<file path="src/rtl/vtimer_pkg.sv">
package vtimer_pkg;

    localparam int CNT_W   = 64;
    localparam int TV_W    = 32;
    localparam int ADDR_W  = 4;
    localparam int NUM_TMR = 2;
    localparam int REGS_PER_TMR = 3;
    localparam int TMR_BASE0    = 3;

    typedef enum logic [ADDR_W-1:0] {
        A_PCNT = 4'd0,
        A_VCNT = 4'd1,
        A_OFFS = 4'd2
    } glob_addr_e;

    // Writable part of a control word: bit1 mask, bit0 enable
    typedef struct packed {
        logic mask;
        logic enable;
    } tmr_ctl_t;

    typedef enum logic [1:0] {
        SUB_CMP  = 2'd0,
        SUB_TVAL = 2'd1,
        SUB_CTL  = 2'd2
    } tmr_sub_e;

    function automatic logic [ADDR_W-1:0] tmr_addr(int idx, tmr_sub_e sub);
        return ADDR_W'(TMR_BASE0 + REGS_PER_TMR * idx + int'(sub));
    endfunction

endpackage

</file>
<file path="src/rtl/vt_offset.sv">
module vt_offset
    import vtimer_pkg::*;
#(
    parameter int W = CNT_W
) (
    input  logic         clk,
    input  logic         rst,
    input  logic [W-1:0] sys_count_i,
    input  logic         wr_i,
    input  logic [W-1:0] wdata_i,
    output logic [W-1:0] offset_o,
    output logic [W-1:0] vcount_o
);

    logic [W-1:0] offset_q;

    always_ff @(posedge clk) begin
        if (rst)
            offset_q <= '0;
        else if (wr_i)
            offset_q <= wdata_i;
    end

    assign offset_o = offset_q;
    assign vcount_o = sys_count_i - offset_q;

    AST_OFFSET_LOAD: assert property (@(posedge clk) disable iff (rst)
        $past(wr_i) && !$past(rst) |-> offset_q == $past(wdata_i));

endmodule

</file>
<file path="src/rtl/vt_cmp_unit.sv">
module vt_cmp_unit
    import vtimer_pkg::*;
#(
    parameter int W  = CNT_W,
    parameter int TW = TV_W
) (
    input  logic          clk,
    input  logic          rst,
    input  logic [W-1:0]  count_i,
    input  logic          wr_cmp_i,
    input  logic          wr_tval_i,
    input  logic          wr_ctl_i,
    input  logic [W-1:0]  wdata_i,
    output logic [W-1:0]  cmp_o,
    output logic [TW-1:0] tval_o,
    output logic [2:0]    ctl_o,
    output logic          irq_o
);

    logic [W-1:0] cmp_q;
    tmr_ctl_t     ctl_q;
    logic         status_q;
    logic         irq_q;
    logic [W-1:0] tval_ext;
    logic [W-1:0] remain;
    logic         reached;

    assign tval_ext = {{(W-TW){wdata_i[TW-1]}}, wdata_i[TW-1:0]};
    assign reached  = count_i >= cmp_q;
    assign remain   = cmp_q - count_i;

    always_ff @(posedge clk) begin
        if (rst) begin
            cmp_q    <= '0;
            ctl_q    <= '0;
            status_q <= 1'b0;
            irq_q    <= 1'b0;
        end else begin
            if (wr_cmp_i)
                cmp_q <= wdata_i;
            else if (wr_tval_i)
                cmp_q <= count_i + tval_ext;
            if (wr_ctl_i)
                ctl_q <= tmr_ctl_t'(wdata_i[1:0]);
            status_q <= ctl_q.enable && reached;
            irq_q    <= ctl_q.enable && reached && !ctl_q.mask;
        end
    end

    assign cmp_o  = cmp_q;
    assign tval_o = remain[TW-1:0];
    assign ctl_o  = {status_q, ctl_q.mask, ctl_q.enable};
    assign irq_o  = irq_q;

    AST_TVAL_LOAD: assert property (@(posedge clk) disable iff (rst)
        $past(wr_tval_i && !wr_cmp_i) && !$past(rst)
        |-> cmp_q == $past(count_i) + $past(tval_ext));

    AST_STATUS_NEEDS_EN: assert property (@(posedge clk) disable iff (rst)
        status_q |-> $past(ctl_q.enable));

    AST_IRQ_GATED: assert property (@(posedge clk) disable iff (rst)
        irq_o |-> $past(ctl_q.enable && !ctl_q.mask));

    AST_IRQ_NEEDS_STATUS: assert property (@(posedge clk) disable iff (rst)
        irq_o |-> status_q);

endmodule

</file>
<file path="src/rtl/dual_cmp_timer.sv">
module dual_cmp_timer
    import vtimer_pkg::*;
(
    input  logic              clk,
    input  logic              rst,
    input  logic [CNT_W-1:0]  sys_count_i,
    input  logic              reg_wr_i,
    input  logic [ADDR_W-1:0] reg_addr_i,
    input  logic [CNT_W-1:0]  reg_wdata_i,
    output logic [CNT_W-1:0]  reg_rdata_o,
    output logic              irq_phys_o,
    output logic              irq_virt_o
);

    logic [CNT_W-1:0] offset;
    logic [CNT_W-1:0] vcount;
    logic [CNT_W-1:0] tmr_count [NUM_TMR];
    logic [CNT_W-1:0] tmr_cmp   [NUM_TMR];
    logic [TV_W-1:0]  tmr_tval  [NUM_TMR];
    logic [2:0]       tmr_ctl   [NUM_TMR];
    logic [NUM_TMR-1:0] irq_vec;

    vt_offset #(.W(CNT_W)) u_offset (
        .clk        (clk),
        .rst        (rst),
        .sys_count_i(sys_count_i),
        .wr_i       (reg_wr_i && reg_addr_i == A_OFFS),
        .wdata_i    (reg_wdata_i),
        .offset_o   (offset),
        .vcount_o   (vcount)
    );

    // Timer 0 sees the raw count, timer 1 the offset-adjusted count
    assign tmr_count[0] = sys_count_i;
    assign tmr_count[1] = vcount;

    for (genvar i = 0; i < NUM_TMR; i++) begin : g_tmr
        vt_cmp_unit #(.W(CNT_W), .TW(TV_W)) u_unit (
            .clk      (clk),
            .rst      (rst),
            .count_i  (tmr_count[i]),
            .wr_cmp_i (reg_wr_i && reg_addr_i == tmr_addr(i, SUB_CMP)),
            .wr_tval_i(reg_wr_i && reg_addr_i == tmr_addr(i, SUB_TVAL)),
            .wr_ctl_i (reg_wr_i && reg_addr_i == tmr_addr(i, SUB_CTL)),
            .wdata_i  (reg_wdata_i),
            .cmp_o    (tmr_cmp[i]),
            .tval_o   (tmr_tval[i]),
            .ctl_o    (tmr_ctl[i]),
            .irq_o    (irq_vec[i])
        );
    end

    always_comb begin
        reg_rdata_o = '0;
        if (reg_addr_i == A_PCNT) reg_rdata_o = sys_count_i;
        if (reg_addr_i == A_VCNT) reg_rdata_o = vcount;
        if (reg_addr_i == A_OFFS) reg_rdata_o = offset;
        for (int i = 0; i < NUM_TMR; i++) begin
            if (reg_addr_i == tmr_addr(i, SUB_CMP))
                reg_rdata_o = tmr_cmp[i];
            if (reg_addr_i == tmr_addr(i, SUB_TVAL))
                reg_rdata_o = {{(CNT_W-TV_W){1'b0}}, tmr_tval[i]};
            if (reg_addr_i == tmr_addr(i, SUB_CTL))
                reg_rdata_o = {{(CNT_W-3){1'b0}}, tmr_ctl[i]};
        end
    end

    assign irq_phys_o = irq_vec[0];
    assign irq_virt_o = irq_vec[1];

    AST_RESET_QUIET: assert property (@(posedge clk)
        $past(rst) |-> !irq_phys_o && !irq_virt_o);

endmodule

</file>
<file path="config.mk">
export PLATFORM = sky130hd
export DESIGN_NAME = dual_cmp_timer
export DESIGN_NICKNAME = d
export VERILOG_FILES = /design/src/rtl/vtimer_pkg.sv /design/src/rtl/vt_offset.sv /design/src/rtl/vt_cmp_unit.sv /design/src/rtl/dual_cmp_timer.sv
export SDC_FILE = /design/constraint.sdc
export NUM_CORES = 1
export LEC_CHECK = 0
export ABC_AREA = 1
export ABC_CLOCK_PERIOD_IN_PS = 10900
export CORE_ASPECT_RATIO = 0.75
export CORE_MARGIN = 2
export CORE_UTILIZATION = 40
export CTS_BUF_LIST = sky130_fd_sc_hd__clkbuf_16
export DETAILED_ROUTE_END_ITERATION = 16
export GPL_TIMING_DRIVEN = 0
export HOLD_SLACK_MARGIN = 0.1
export PLACE_DENSITY_LB_ADDON = 0.3
export RECOVER_POWER = 25
export REMOVE_ABC_BUFFERS = 1
export SKIP_LAST_GASP = 1
export SLEW_MARGIN = 25
export SYNTH_ARGS = -nofsm -noshare
export SYNTH_HDL_FRONTEND = slang
export SYNTH_SLANG_ARGS = --single-unit
</file>
<file path="constraint.sdc">
create_clock -name clk -period 10.9 [get_ports clk]
set_input_delay 1.635 -clock clk [delete_from_list [all_inputs] [get_ports clk]]
set_output_delay 1.635 -clock clk [all_outputs]
set_load 0.01 [all_outputs]
</file>
==> results.md <==
* Status: complete, but fails checks
* Failing checks: max-capacitance violations, max-slew violations
* Input/output buffers at 200
* Worst rel slew slack at -0.981
* Final period demand of the worst path at 8.78 ns
* Final HPWL DP at 130 mm
* Die width at 328 microns
* CP Launch Type: input port
* Final setup fails at 0
* Commonest cells post-synth: nand2_1 (1,181), inv_1 (833), a21oi_1 (779), nor2_1 (580)
* Yosys reg bits at 200
* Initial Util at 0.403
* # Post-CTS Setup Buffers at 0
* Layout area overhead at 12.4%
* Overall global routing resource usage at 0.362
* Clock Pin Slew Worst Setup and Hold Paths at 0.08 ns
* CTS tree: yes
* Die height at 247 microns
* Gate Count Post-Synth at 5,473
* Number of max-cap violations at 2
* Number of global-route vias before repair at 34,100
* Worst Setup End Kind: output port
* Hold WS at 0.453 ns
* Unrepaired setup endpoints after global routing: false
* Crit path launch: sys_count_i[13]
* Maximum vdd drop at 0.120 mV
* Sequential-to-total area share from yosys stat at 0.127
* First-pass GRT wire length at 218 mm
* Pwr Density at 95.5 nW/um^2
* Critical path class: input port to output port
* Max Fclk at 0.114 GHz
* CTS H-tree depth at 4
* Final Wtd Congestion at 1.06
* Worst EP arrival at 7.14 ns
* Residual DRC at 0
* Ports at 201
* Synth warn at 0
* Layout cells sized above 1 at 0.0406
* Worst min path class: flop to flop
* Ranking of synthesized cells by area: ha_1 (15%), nand2_1 (14%), dfxtp_1 (13%)
* Worst-margin pin slew at 2.97 ns
* Drt pass-1 iters at 6
* Final hold viol count at 0
* Reg2reg end: g_tmr[1].u_unit.cmp_o[61]$_SDFFE_PP0P_
* Pins over their slew limit at 129
* EDFF count, synth at 0
* Vias at 38,400
* FF-to-FF path depth at 24
* Crit Reg-Reg Startpoint: u_offset.offset_o[13]$_SDFFE_PP0P_
* Critical Path Fanout Max at 6
* DR iter-0 viols at 4,833
* Pin count of the biggest net entering global routing at 79
* Hold path cells at 1
* CTS sink cnt at 200
* Fin nets at 6,101
* Die area at 81,200 sq um
* Synthesized area per cell at 5.77 sq um
* Core area at 78,400 sq um
* Post-synth top area share at 0.150
* Share of async-settable or async-resettable flops after synthesis at 0
* Initial antenna violation count at 2
* CTS resizes at 0
* Cell taking the most area after synthesis: ha_1
* TritonCTS Buffers at 17
* Post-synthesis cell area at 31,600 sq um
* Crit share post-route at 0.805
* Post-synth top flop: dfxtp_1
* Routed Antenna Nets at 0
* Leak Pwr at 15.4 nW
* Final-layout fill cell count at 8,640
* Crit path to: reg_rdata_o[29]
* Final core utilization at 0.453
* Drt total wl at 152 mm
* Worst skew pair latency at 0.53 ns
* Row Count at 89
* Max Root-Sink Buffers at 2
* DR vias/cell at 5.78
* CTS Root Cell: clkbuf_16
* Most frequent cell after synthesis: nand2_1
* Netlist cell types at 62
* Flop2flop setup slack at 5.93 ns
* Critical Path RT at 9.27 ns
* GR Overflow Total at 0
* Fin Clk Skew at 0.0153 ns
* CTS Hold Bufs at 0
* DR WL/cell at 22.9 microns
cells in the final DEF (no fill, tap or decap), drive strengths merged, types with 8 or more instances in the layout:
master,count
a221oi,21
o211ai,32
clkbuf,19
o21ai,445
xnor2,16
and2,20
o21a,22
dfxtp,200
nor3,47
ha,379
a21o,45
a21oi,796
nor4,14
a22oi,12
clkdlybuf4s50,195
nand3b,21
nand4,56
inv,877
o2111ai,22
buf,23
xor2,85
nand2,1222
o221ai,17
a21boi,8
o21bai,34
nor2,611
or2,9
a211oi,9
nand3,267
o22ai,17
a31oi,24
sequential cells by signal, indices dropped and copies added, names as in the netlist:
register and flops:
u_offset.offset_o 64, g_tmr.u_unit.status_q 2, g_tmr.u_unit.irq_o 2, g_tmr.u_unit.ctl_o 4, g_tmr.u_unit.cmp_o 128
cell type report:
| cell class | count | area [sq um] | share of cell area |
|---|---|---|---|
| inverter | 871 | 3280 | 0.0924 |
| sequential | 200 | 4000 | 0.113 |
| antenna | 3 | 7.51 | 0.000212 |
| timing repair buffer | 223 | 2480 | 0.0698 |
| multi-input combinational | 4269 | 23800 | 0.671 |
| tap | 1046 | 1310 | 0.0369 |
| clock buffer | 17 | 425 | 0.0120 |
| clock inverter | 15 | 185 | 0.00522 |
stage by stage:
stage / std cells / setup TNS (ns) / instance area, sq um / power, W / worst slack, ns
6_report: 6644 / 0 / 35500 / 0.00339 / 2.12
3_3_place_gp: 6586 / -59.50 / 34400 / 0.00259 / -1.12
3_5_place_dp: 6609 / 0 / 34900 / 0.00261 / 2.25
5_1_grt: 6641 / 0 / 35500 / 0.00357 / 1.89
4_1_cts: 6641 / 0 / 35500 / 0.00332 / 2.25
2_1_floorplan: 5340 / 0 / 31000 / 0.00192 / 4.43
power by group:
group,switching (W),internal [W],leakage (nW),total [W]
Sequential,0.0000203,0.000752,1.62,0.000772
Combinational,0.00131,0.000591,13.4,0.00191
Clock,0.000365,0.000348,0.295,0.000713
Total,0.00170,0.00169,15.4,0.00339
worst max-delay path, cell delays in order:
cell and delay, ns:
clkdlybuf4s50_1 0.67, ha_1 0.50, nand2_1 0.13, nor2_1 0.26
inv_1 0.07, nor2_1 0.29, nand2_1 0.11, nand2_2 0.13
xor2_1 0.62, ha_1 0.42, a21oi_1 0.22, o21ai_0 0.15
a21oi_1 0.18, nand3_1 0.18, a21oi_2 0.24, nor2_1 0.07
nor2_1 0.15, nand2_1 0.07, nand2_1 0.06, nor2_1 0.04
a21oi_1 0.32, clkdlybuf4s50_1 0.62
logic make-up (layout without fill, tap and decap cells):
family	after synthesis	in the layout	synth area share
AO/OA/AOI/OAI	1513	1513	0.267
XOR/XNOR	101	101	0.0294
adder cells (fa/ha/maj)	384	384	0.153
buffers and inverters	1004	1126	0.121
flip-flops	200	200	0.127
other	0	3	0
AND/OR/NAND/NOR	2271	2271	0.303
how the worst min path moves through the flow:
stage / from / end
2_1_floorplan: g_tmr[0].u_unit.ctl_o[1]$_SDFFE_PP0P_ / g_tmr[0].u_unit.irq_o$_SDFF_PP0_
4_1_cts: g_tmr[0].u_unit.ctl_o[1]$_SDFFE_PP0P_ / g_tmr[0].u_unit.irq_o$_SDFF_PP0_
6_report: g_tmr[1].u_unit.ctl_o[1]$_SDFFE_PP0P_ / g_tmr[1].u_unit.irq_o$_SDFF_PP0_
3_5_place_dp: g_tmr[1].u_unit.ctl_o[1]$_SDFFE_PP0P_ / g_tmr[1].u_unit.irq_o$_SDFF_PP0_
3_3_place_gp: g_tmr[1].u_unit.ctl_o[1]$_SDFFE_PP0P_ / g_tmr[1].u_unit.irq_o$_SDFF_PP0_
5_1_grt: g_tmr[1].u_unit.ctl_o[1]$_SDFFE_PP0P_ / g_tmr[1].u_unit.irq_o$_SDFF_PP0_
metal layers:
metal,GRT usage,wire length [microns],up-vias
met4,0.106,4450,0
met3,0.118,22000,198
li1,-,-,18400
met5,0,0,-
met2,0.493,57400,2073
met1,0.532,68100,17700
(Power assumes the default switching activity.)
